==> config.mk <==
export PLATFORM = sky130hd
export DESIGN_NAME = msix_req_ctrl
export DESIGN_NICKNAME = d
export VERILOG_FILES = /design/src/rtl/msix_pkg.sv /design/src/rtl/msix_fn_check.sv /design/src/rtl/msix_req_fsm.sv /design/src/rtl/msix_req_ctrl.sv
export SDC_FILE = /design/constraint.sdc
export NUM_CORES = 1
export LEC_CHECK = 0
export ABC_AREA = 1
export BUFFER_PORTS_ARGS = -buffer_cell sky130_fd_sc_hd__buf_2
export CORE_MARGIN = 2
export CORE_UTILIZATION = 25
export CTS_CLUSTER_DIAMETER = 30
export DETAILED_ROUTE_END_ITERATION = 10
export PLACE_DENSITY = 0.54
export SLEW_MARGIN = 20
export SYNTH_ARGS = -nofsm -noshare
export SYNTH_HDL_FRONTEND = slang
export SYNTH_HIERARCHICAL = 1
export SYNTH_SLANG_ARGS = --single-unit
==> constraint.sdc <==
create_clock -name clk -period 1.2 [get_ports clk]
set_clock_uncertainty 0.15 [all_clocks]
set_input_delay 0.24 -clock clk [delete_from_list [all_inputs] [get_ports clk]]
set_output_delay 0.24 -clock clk [all_outputs]
set_load 0.05 [all_outputs]
==> src/rtl/msix_pkg.sv <==
package msix_pkg;

    typedef enum logic [1:0] {
        ST_IDLE = 2'd0,
        ST_SEND = 2'd1,
        ST_DONE = 2'd2
    } ctl_state_e;

    localparam int unsigned NUM_PF = 2;

endpackage

==> src/rtl/msix_fn_check.sv <==
module msix_fn_check #(
    parameter int unsigned NUM_FN = 6,
    parameter int unsigned FN_W   = 8
) (
    input  logic [FN_W-1:0]   fn_i,
    input  logic [NUM_FN-1:0] en_i,
    input  logic [NUM_FN-1:0] mask_i,
    output logic              ok_o
);

    logic [NUM_FN-1:0] hit;

    for (genvar i = 0; i < NUM_FN; i++) begin : g_fn
        assign hit[i] = (fn_i == FN_W'(i)) && en_i[i] && !mask_i[i];
    end

    assign ok_o = |hit;

endmodule

==> src/rtl/msix_req_fsm.sv <==
module msix_req_fsm #(
    parameter int unsigned FN_W   = 8,
    parameter int unsigned TC_W   = 3,
    parameter int unsigned ADDR_W = 64,
    parameter int unsigned DATA_W = 32
) (
    input  logic              clk,
    input  logic              rst_n,
    input  logic              req_i,
    input  logic              fn_ok_i,
    input  logic [FN_W-1:0]   req_fn_i,
    input  logic [TC_W-1:0]   req_tc_i,
    input  logic [ADDR_W-1:0] req_addr_i,
    input  logic [DATA_W-1:0] req_data_i,
    input  logic              msg_ready_i,
    output logic              msg_valid_o,
    output logic [ADDR_W-1:0] msg_addr_o,
    output logic [DATA_W-1:0] msg_data_o,
    output logic [FN_W-1:0]   msg_fn_o,
    output logic [TC_W-1:0]   msg_tc_o,
    output logic              ack_o,
    output logic              err_o
);
    import msix_pkg::*;

    typedef struct packed {
        logic [ADDR_W-1:0] addr;
        logic [DATA_W-1:0] data;
        logic [FN_W-1:0]   fn;
        logic [TC_W-1:0]   tc;
    } rec_t;

    typedef struct packed {
        ctl_state_e st;
        logic       ack;
        logic       err;
        rec_t       rec;
    } regs_t;

    regs_t d, q;

    always_comb begin
        d     = q;
        d.ack = 1'b0;
        unique case (q.st)
            ST_IDLE: begin
                if (req_i) begin
                    d.rec.addr = req_addr_i;
                    d.rec.data = req_data_i;
                    d.rec.fn   = req_fn_i;
                    d.rec.tc   = req_tc_i;
                    if (fn_ok_i) begin
                        d.st = ST_SEND;
                    end else begin
                        d.st  = ST_DONE;
                        d.ack = 1'b1;
                        d.err = 1'b1;
                    end
                end
            end
            ST_SEND: begin
                if (msg_ready_i) begin
                    d.st  = ST_DONE;
                    d.ack = 1'b1;
                    d.err = 1'b0;
                end
            end
            ST_DONE: begin
                if (!req_i) d.st = ST_IDLE;
            end
            default: d.st = ST_IDLE;
        endcase
    end

    always_ff @(posedge clk or negedge rst_n) begin
        if (!rst_n) begin
            q <= '{st: ST_IDLE, ack: 1'b0, err: 1'b0, rec: '0};
        end else begin
            q <= d;
        end
    end

    assign msg_valid_o = (q.st == ST_SEND);
    assign msg_addr_o  = q.rec.addr;
    assign msg_data_o  = q.rec.data;
    assign msg_fn_o    = q.rec.fn;
    assign msg_tc_o    = q.rec.tc;
    assign ack_o       = q.ack;
    assign err_o       = q.err;


    ack_pulse_chk: assert property (@(posedge clk) disable iff (!rst_n)
        ack_o |=> !ack_o);


    hold_msg_chk: assert property (@(posedge clk) disable iff (!rst_n)
        msg_valid_o && !msg_ready_i |=> msg_valid_o && $stable(msg_addr_o)
            && $stable(msg_data_o) && $stable(msg_fn_o) && $stable(msg_tc_o));


    good_ack_chk: assert property (@(posedge clk) disable iff (!rst_n)
        msg_valid_o && msg_ready_i |=> ack_o && !err_o && !msg_valid_o);


    err_no_msg_chk: assert property (@(posedge clk) disable iff (!rst_n)
        ack_o && err_o |-> !$past(msg_valid_o));


    held_req_chk: assert property (@(posedge clk) disable iff (!rst_n)
        ack_o && req_i |=> !msg_valid_o && !ack_o);

endmodule

==> src/rtl/msix_req_ctrl.sv <==
module msix_req_ctrl #(
    parameter int unsigned NUM_VF = 4,
    parameter int unsigned FN_W   = 8,
    parameter int unsigned TC_W   = 3,
    parameter int unsigned ADDR_W = 64,
    parameter int unsigned DATA_W = 32
) (
    input  logic              clk,
    input  logic              rst_n,
    input  logic              req_i,
    input  logic [FN_W-1:0]   req_fn_i,
    input  logic [TC_W-1:0]   req_tc_i,
    input  logic [ADDR_W-1:0] req_addr_i,
    input  logic [DATA_W-1:0] req_data_i,
    input  logic [1:0]        pf_en_i,
    input  logic [1:0]        pf_mask_i,
    input  logic [NUM_VF-1:0] vf_en_i,
    input  logic [NUM_VF-1:0] vf_mask_i,
    output logic              ack_o,
    output logic              err_o,
    output logic              msg_valid_o,
    input  logic              msg_ready_i,
    output logic [ADDR_W-1:0] msg_addr_o,
    output logic [DATA_W-1:0] msg_data_o,
    output logic [FN_W-1:0]   msg_fn_o,
    output logic [TC_W-1:0]   msg_tc_o
);

    localparam int unsigned NUM_FN = msix_pkg::NUM_PF + NUM_VF;

    logic fn_ok;

    msix_fn_check #(
        .NUM_FN (NUM_FN),
        .FN_W   (FN_W)
    ) u_chk (
        .fn_i   (req_fn_i),
        .en_i   ({vf_en_i, pf_en_i}),
        .mask_i ({vf_mask_i, pf_mask_i}),
        .ok_o   (fn_ok)
    );

    msix_req_fsm #(
        .FN_W   (FN_W),
        .TC_W   (TC_W),
        .ADDR_W (ADDR_W),
        .DATA_W (DATA_W)
    ) u_fsm (
        .clk         (clk),
        .rst_n       (rst_n),
        .req_i       (req_i),
        .fn_ok_i     (fn_ok),
        .req_fn_i    (req_fn_i),
        .req_tc_i    (req_tc_i),
        .req_addr_i  (req_addr_i),
        .req_data_i  (req_data_i),
        .msg_ready_i (msg_ready_i),
        .msg_valid_o (msg_valid_o),
        .msg_addr_o  (msg_addr_o),
        .msg_data_o  (msg_data_o),
        .msg_fn_o    (msg_fn_o),
        .msg_tc_o    (msg_tc_o),
        .ack_o       (ack_o),
        .err_o       (err_o)
    );

endmodule

# After elaboration in Yosys (flattened, before gate mapping)
# Index checks and enable logic that the tools add are counted.
# W data, S select, Z words.
[op_classes] reduce_logical=25 n_eq_ne=11 muxes=7
[op_table] op="$mux W111" count=1
[op_table] op="$eq A8 B2 Y1 const B" count=2
[op_table] op="$eq A8 B3 Y1 const B" count=2
[op_table] op="$logic_and A1 B1 Y1" count=12
[op_table] op="$eq A8 B1 Y1 const B" count=1
[op_table] op="$logic_not A8 Y1" count=1
[op_table] op="$logic_not A1 Y1" count=6
[op_table] op="$mux W2" count=3
[op_table] op="$ne A2 B2 Y1 const B" count=3
[op_table] op="$pmux W2 S3" count=1
[op_table] op="$reduce_or A6 Y1" count=1
[op_table] op="$mux W4" count=1
[op_table] op="$pmux W2 S2" count=1
[op_table] op="$reduce_and A4 Y1" count=1
[op_table] op="$reduce_and A3 Y1" count=1
[op_table] op="$eq A2 B1 Y1 const B" count=1
[op_table] op="$eq A2 B2 Y1 const B" count=1
[op_table] op="$logic_not A2 Y1" count=1
[op_table] op="$ne A2 B1 Y1 const B" count=1
[op_table] op="$reduce_and A2 Y1" count=1
[op_table] op="$reduce_bool A2 Y1" count=1
[totals] out_inout_bits=110 input_bits=123 elab_cells=50 register_bits=111

# Depth between registers and ports, before layout
[logic_depth] word_depth=7 depth_mapped=8 ltp_nobuf=8

# By module
# The synthesis kept the hierarchy.
[by_module_without_submodules] mod="msix_req_fsm" area_per_inst_um2=5188.7 n_inst=1 seq_area_each_um2=2777.7 cells_each=593
[by_module_without_submodules] mod="msix_fn_check" area_per_inst_um2=126.4 n_inst=1 seq_area_each_um2=0.0 cells_each=29

# Worst setup path before layout
# No wires, ideal clock.
[synth_timing] path_kind="register to register" from="reg u_fsm/q[110] (netlist bit)" to="reg u_fsm.q (netlist bit u_fsm/msg_addr_o[17])" path_stages_with_launch=7 n_path_buf=2 required_time_ns=0.934 t_arrival_ns=0.985 synth_period_minus_slack_ns=1.252 setup_ns=0.116 setup_slack_ns=-0.052 path_cell_list="dfrtp_1 nor2_2 nand2_2 buf_6 buf_2 nand2_1 nand2_1"
[synth_via] elab_chain_len=2
[synth_lines] element="start: declaration" line_no="msix_req_fsm.sv:40" source="regs_t d, q;"
[synth_lines] element="start signal: assignment" line_no="msix_req_fsm.sv:77" source="q <= '{st: ST_IDLE, ack: 1'b0, err: 1'b0, rec: '0};"
[synth_lines] element="$logic_not A2 Y1" line_no="msix_req_fsm.sv:45" source="unique case (q.st)"
[synth_lines] element="$reduce_and A2 Y1 (no line)"
# Every way passes these cells.
# A chain may end at the register's enable or synchronous reset.

# Worst setup path after layout
[layout_timing] from="reg u_fsm/q[109] (netlist bit)" to="out msg_valid_o"
[layout_via] elab_chain_len=1
[layout_lines] element="$eq A2 B1 Y1" line_no="msix_req_fsm.sv:83" source="assign msg_valid_o = (q.st == ST_SEND);"
[layout_lines] element="end: declaration" line_no="msix_req_ctrl.sv:21" source="output logic msg_valid_o,"
# Every way passes these cells.

==> flow_summary_export.csv <==
group,metric,value,unit
run_status,status,"complete, but fails checks",
run_status,violations,"setup timing",
yosys,synth_top_family_by_area,"simple AND/OR/NAND/NOR gates",
cts,cts_max_path_buffers,2,
yosys,synth_seq_cells,111,
yosys,synth.mux.area_fraction,0,%
yosys,synthAdderAreaFrac,0,%
global_routing,grt_pass1_vias,5006,
run,cap_viol_max_count,0,
sta,timing.hold.ws,25.40,ps
power_and_ir_drop,clockPowerShare,19.4,%
yosys,synth.area.top_cells,"dfrtp_1 52%, nand2_1 16%, buf_4 15%, nand3_1 11%, buf_2 2.3%",
power_and_ir_drop,p_int,0.009304,W
worst_setup_path,slowest_delay,390,ps
floorplanning,rows,53,
yosys,synth-xor-area-share,0,%
routing,drtIter0Drc,245,
sta,setup_slack,-291.1,ps
sta,hold_viol_final,0,
routing,vias,4876,
global_routing,overflow,0,
routing,viasPerCell,4.125,
placement,io_buffers,232,
worst_setup_path,critical-path-top-delay-family,"flip-flops",
worst_setup_path,crit_type,"reg -> out",
routing,dr.pass1.iters,4,
placement,place.gp.congestion,0.7451,
global_routing,grt_max_degree,50,
yosys,synthesis.nets,745,
finish,mostFrequentLayoutCells,"219 x nand2_1, 120 x buf_2, 112 x buf_6, 111 x dfrtp_1, 104 x dlygate4sd3_1",
routing,finalWirelength,16.18,mm
floorplanning,initial_core_util,25.36,%
yosys,synth_top_area_share,52.26,%
sta,grt_setup_unrepaired,"true",
finish,antennaDiodeCount,0,
placement,dp_hpwl,9.726,mm
power_and_ir_drop,seq_power_share,32.6,%
worst_setup_path,end_kind,"primary output",
yosys,ys_types,16,
sta,post-route-period-util,124.3,%
sta,relSlewSlack,81.51,%
worst_setup_path,cp_num_buf_inv,3,
yosys,synth_simple_gate_area_share,27.66,%
yosys,synth_area_leader_cell,"dfrtp_1",
power_and_ir_drop,power_density,1792,nW/um2
yosys,syn_area_per_cell,8.545,um2
global_routing,grtUsageTotal,14.18,%
cts,clkTransAtPathRegs,70,ps
yosys,seq_area_frac_synth,52.26,%
finish,synthToLayoutAreaGrowth,66.22,%
sta,finalCriticalPeriod,1491,ps
power_and_ir_drop,cellLeakagePower,4.661,nW
worst_setup_path,crit_arrival,1100,ps
worst_setup_path,worstPathMaxFanout,2,
hold_path,worstHoldPathType,"in -> reg",
sta,setup_viol,221,
routing,remaining_drc_errors,0,
floorplanning,ios,233,
yosys,syn_area,5315,um2
cts,cts_made_buffers,9,
cts,cts_max_level,3,
finish,drive_gt1_share,38.37,%
power_and_ir_drop,swShare,41.22,%
yosys,synth_compound_gate_area_share,0.3766,%
worst_setup_path,crit_chain,"buf_6 > nand2_4 > inv_4 > buf_8",
power_and_ir_drop,peakVddDrop,0.6741,mV
global_routing,grt_pass1_wl,25.21,mm
cts,cts.sinks,111,
cts,cts_tree,"yes",
sta,fmax,670.7,MHz
yosys,synth_cells,622,
floorplanning,chipHeight,149.8,um
finish,nFillCells,2021,
finish,nets,1026,
global_routing,antenna_found_initial,0,
finish,regArea,2778,um2
worst_setup_path,start_kind,"flip-flop",
worst_setup_path,critPathSlowestCell,"dfrtp_1",
yosys,yosysWarningCount,6,
power_and_ir_drop,switchingPower,0.006525,W
power_and_ir_drop,fin_total_pwr,0.01583,W
routing,wl_per_cell,13.69,um
routing,ant_nets,0,
cts,clk-insertion-delay-late,350,ps
cts,cts-root-buf,"clkbuf_16",
sta,slew_viol_final,0,
power_and_ir_drop,p_comb_share,48.0,%
finish,final_common_cell,"nand2_1",
sta,worst_pin_slew,277.3,ps
worst_setup_path,cp_data_required_time,810,ps
floorplanning,die_w,149.8,um
floorplanning,dieArea,22440,um2
finish,multiInputGateArea,1602,um2
floorplanning,core-area,20960,um2
## flip-flops by register name, summed over array words and instances, names as in the netlist
signal / flops
u_fsm/msg_tc_o: 3
u_fsm/ack_o: 1
u_fsm/msg_data_o: 32
u_fsm/q: 2
u_fsm/msg_addr_o: 64
u_fsm/msg_fn_o: 8
u_fsm/err_o: 1
## path summary, 6_finish.rpt
path	from	endpoint	slack (ps)	cells after the start
worst max register to register	u_fsm/q[109]$_DFFE_PN0P_	u_fsm/msg_addr_o[29]$_DFFE_PN0P_	-260	6
max in group asynchronous	rst_n	u_fsm/msg_addr_o[63]$_DFFE_PN0P_	250	3
worst max-delay path	u_fsm/q[109]$_DFFE_PN0P_	msg_valid_o	-290	4
min in group asynchronous	rst_n	u_fsm/msg_addr_o[18]$_DFFE_PN0P_	130	2
worst min-delay path	req_addr_i[32]	u_fsm/msg_addr_o[32]$_DFFE_PN0P_	30	3
worst min register to register	u_fsm/msg_addr_o[18]$_DFFE_PN0P_	u_fsm/msg_addr_o[18]$_DFFE_PN0P_	350	2
## per-layer routing
layer  share of wire, %  global-route usage, %  up-vias
met3                6.2                  3.171       19
li1                   -                      -     2410
met4                1.8                  5.330        0
met2                 51                  25.07      162
met5                  0                      0        -
met1                 41                  16.75     2285
## synthesized netlist by cell type, drive strengths merged
cell type and instances:
nand3b 1, inv 15, nand3 116, clkbuf 3, dfrtp 111, a21oi 2, nand2 224, buf 139
nor2 8, o21ai 2, or2 1
## worst reg2reg max path: stages (launching register included)
cell     delay (ps)
dfrtp_1         390
buf_4           140
nor2_4          180
buf_6           160
buf_12          170
nand3_1         120
nand2_1          90
## cell type report
type / count / share of cell area [%]
Timing Repair Buffer: 412 / 42.49
Tap cell: 275 / 3.895
Clock buffer: 12 / 2.903
Multi-Input combinational cell: 354 / 18.13
Sequential cell: 111 / 31.44
Inverter: 15 / 0.6656
Clock inverter: 3 / 0.4815
## repair_timing
item                       CTS  global route
hold buffers               104             0
cloned                       3             0
hold endpoints to repair   214             0
pin swaps                   21             8
setup endpoints to repair  221           221
setup buffers               23            28
gates resized for setup    244            10
## stage by stage
step / setup TNS [ps] / utilization (%) / area, um2 / instances / setup WS (ps)
after floorplan: -1119 / - / 5334 / 622 / -37.31
after global placement: -12570 / 29.61 / 6205 / 1010 / -157.2
after detailed placement: -14080 / 29.61 / 6205 / 1010 / -161.5
after CTS: -37060 / 41.07 / 8606 / 1155 / -303.8
after global routing: -45610 / 42.16 / 8835 / 1182 / -335.8
final: -33730 / 42.16 / 8835 / 1182 / -291.1
## cell families after synthesis
group                  count (synthesis)
flip-flops                           111
AND/OR/NAND/NOR                      350
AO/OA/AOI/OAI                          4
buffers and inverters                157
## power groups by stage
stage | Clock, W | Sequential, W | Combinational [W]
after floorplan | 0 | 0.00495 | 0.00522
after global placement | 0 | 0.00500 | 0.00561
after detailed placement | 0 | 0.00501 | 0.00565
after CTS | 0.00323 | 0.00514 | 0.00734
after global routing | 0.00335 | 0.00524 | 0.00802
final | 0.00307 | 0.00516 | 0.00760
(Power assumes the default switching activity.)
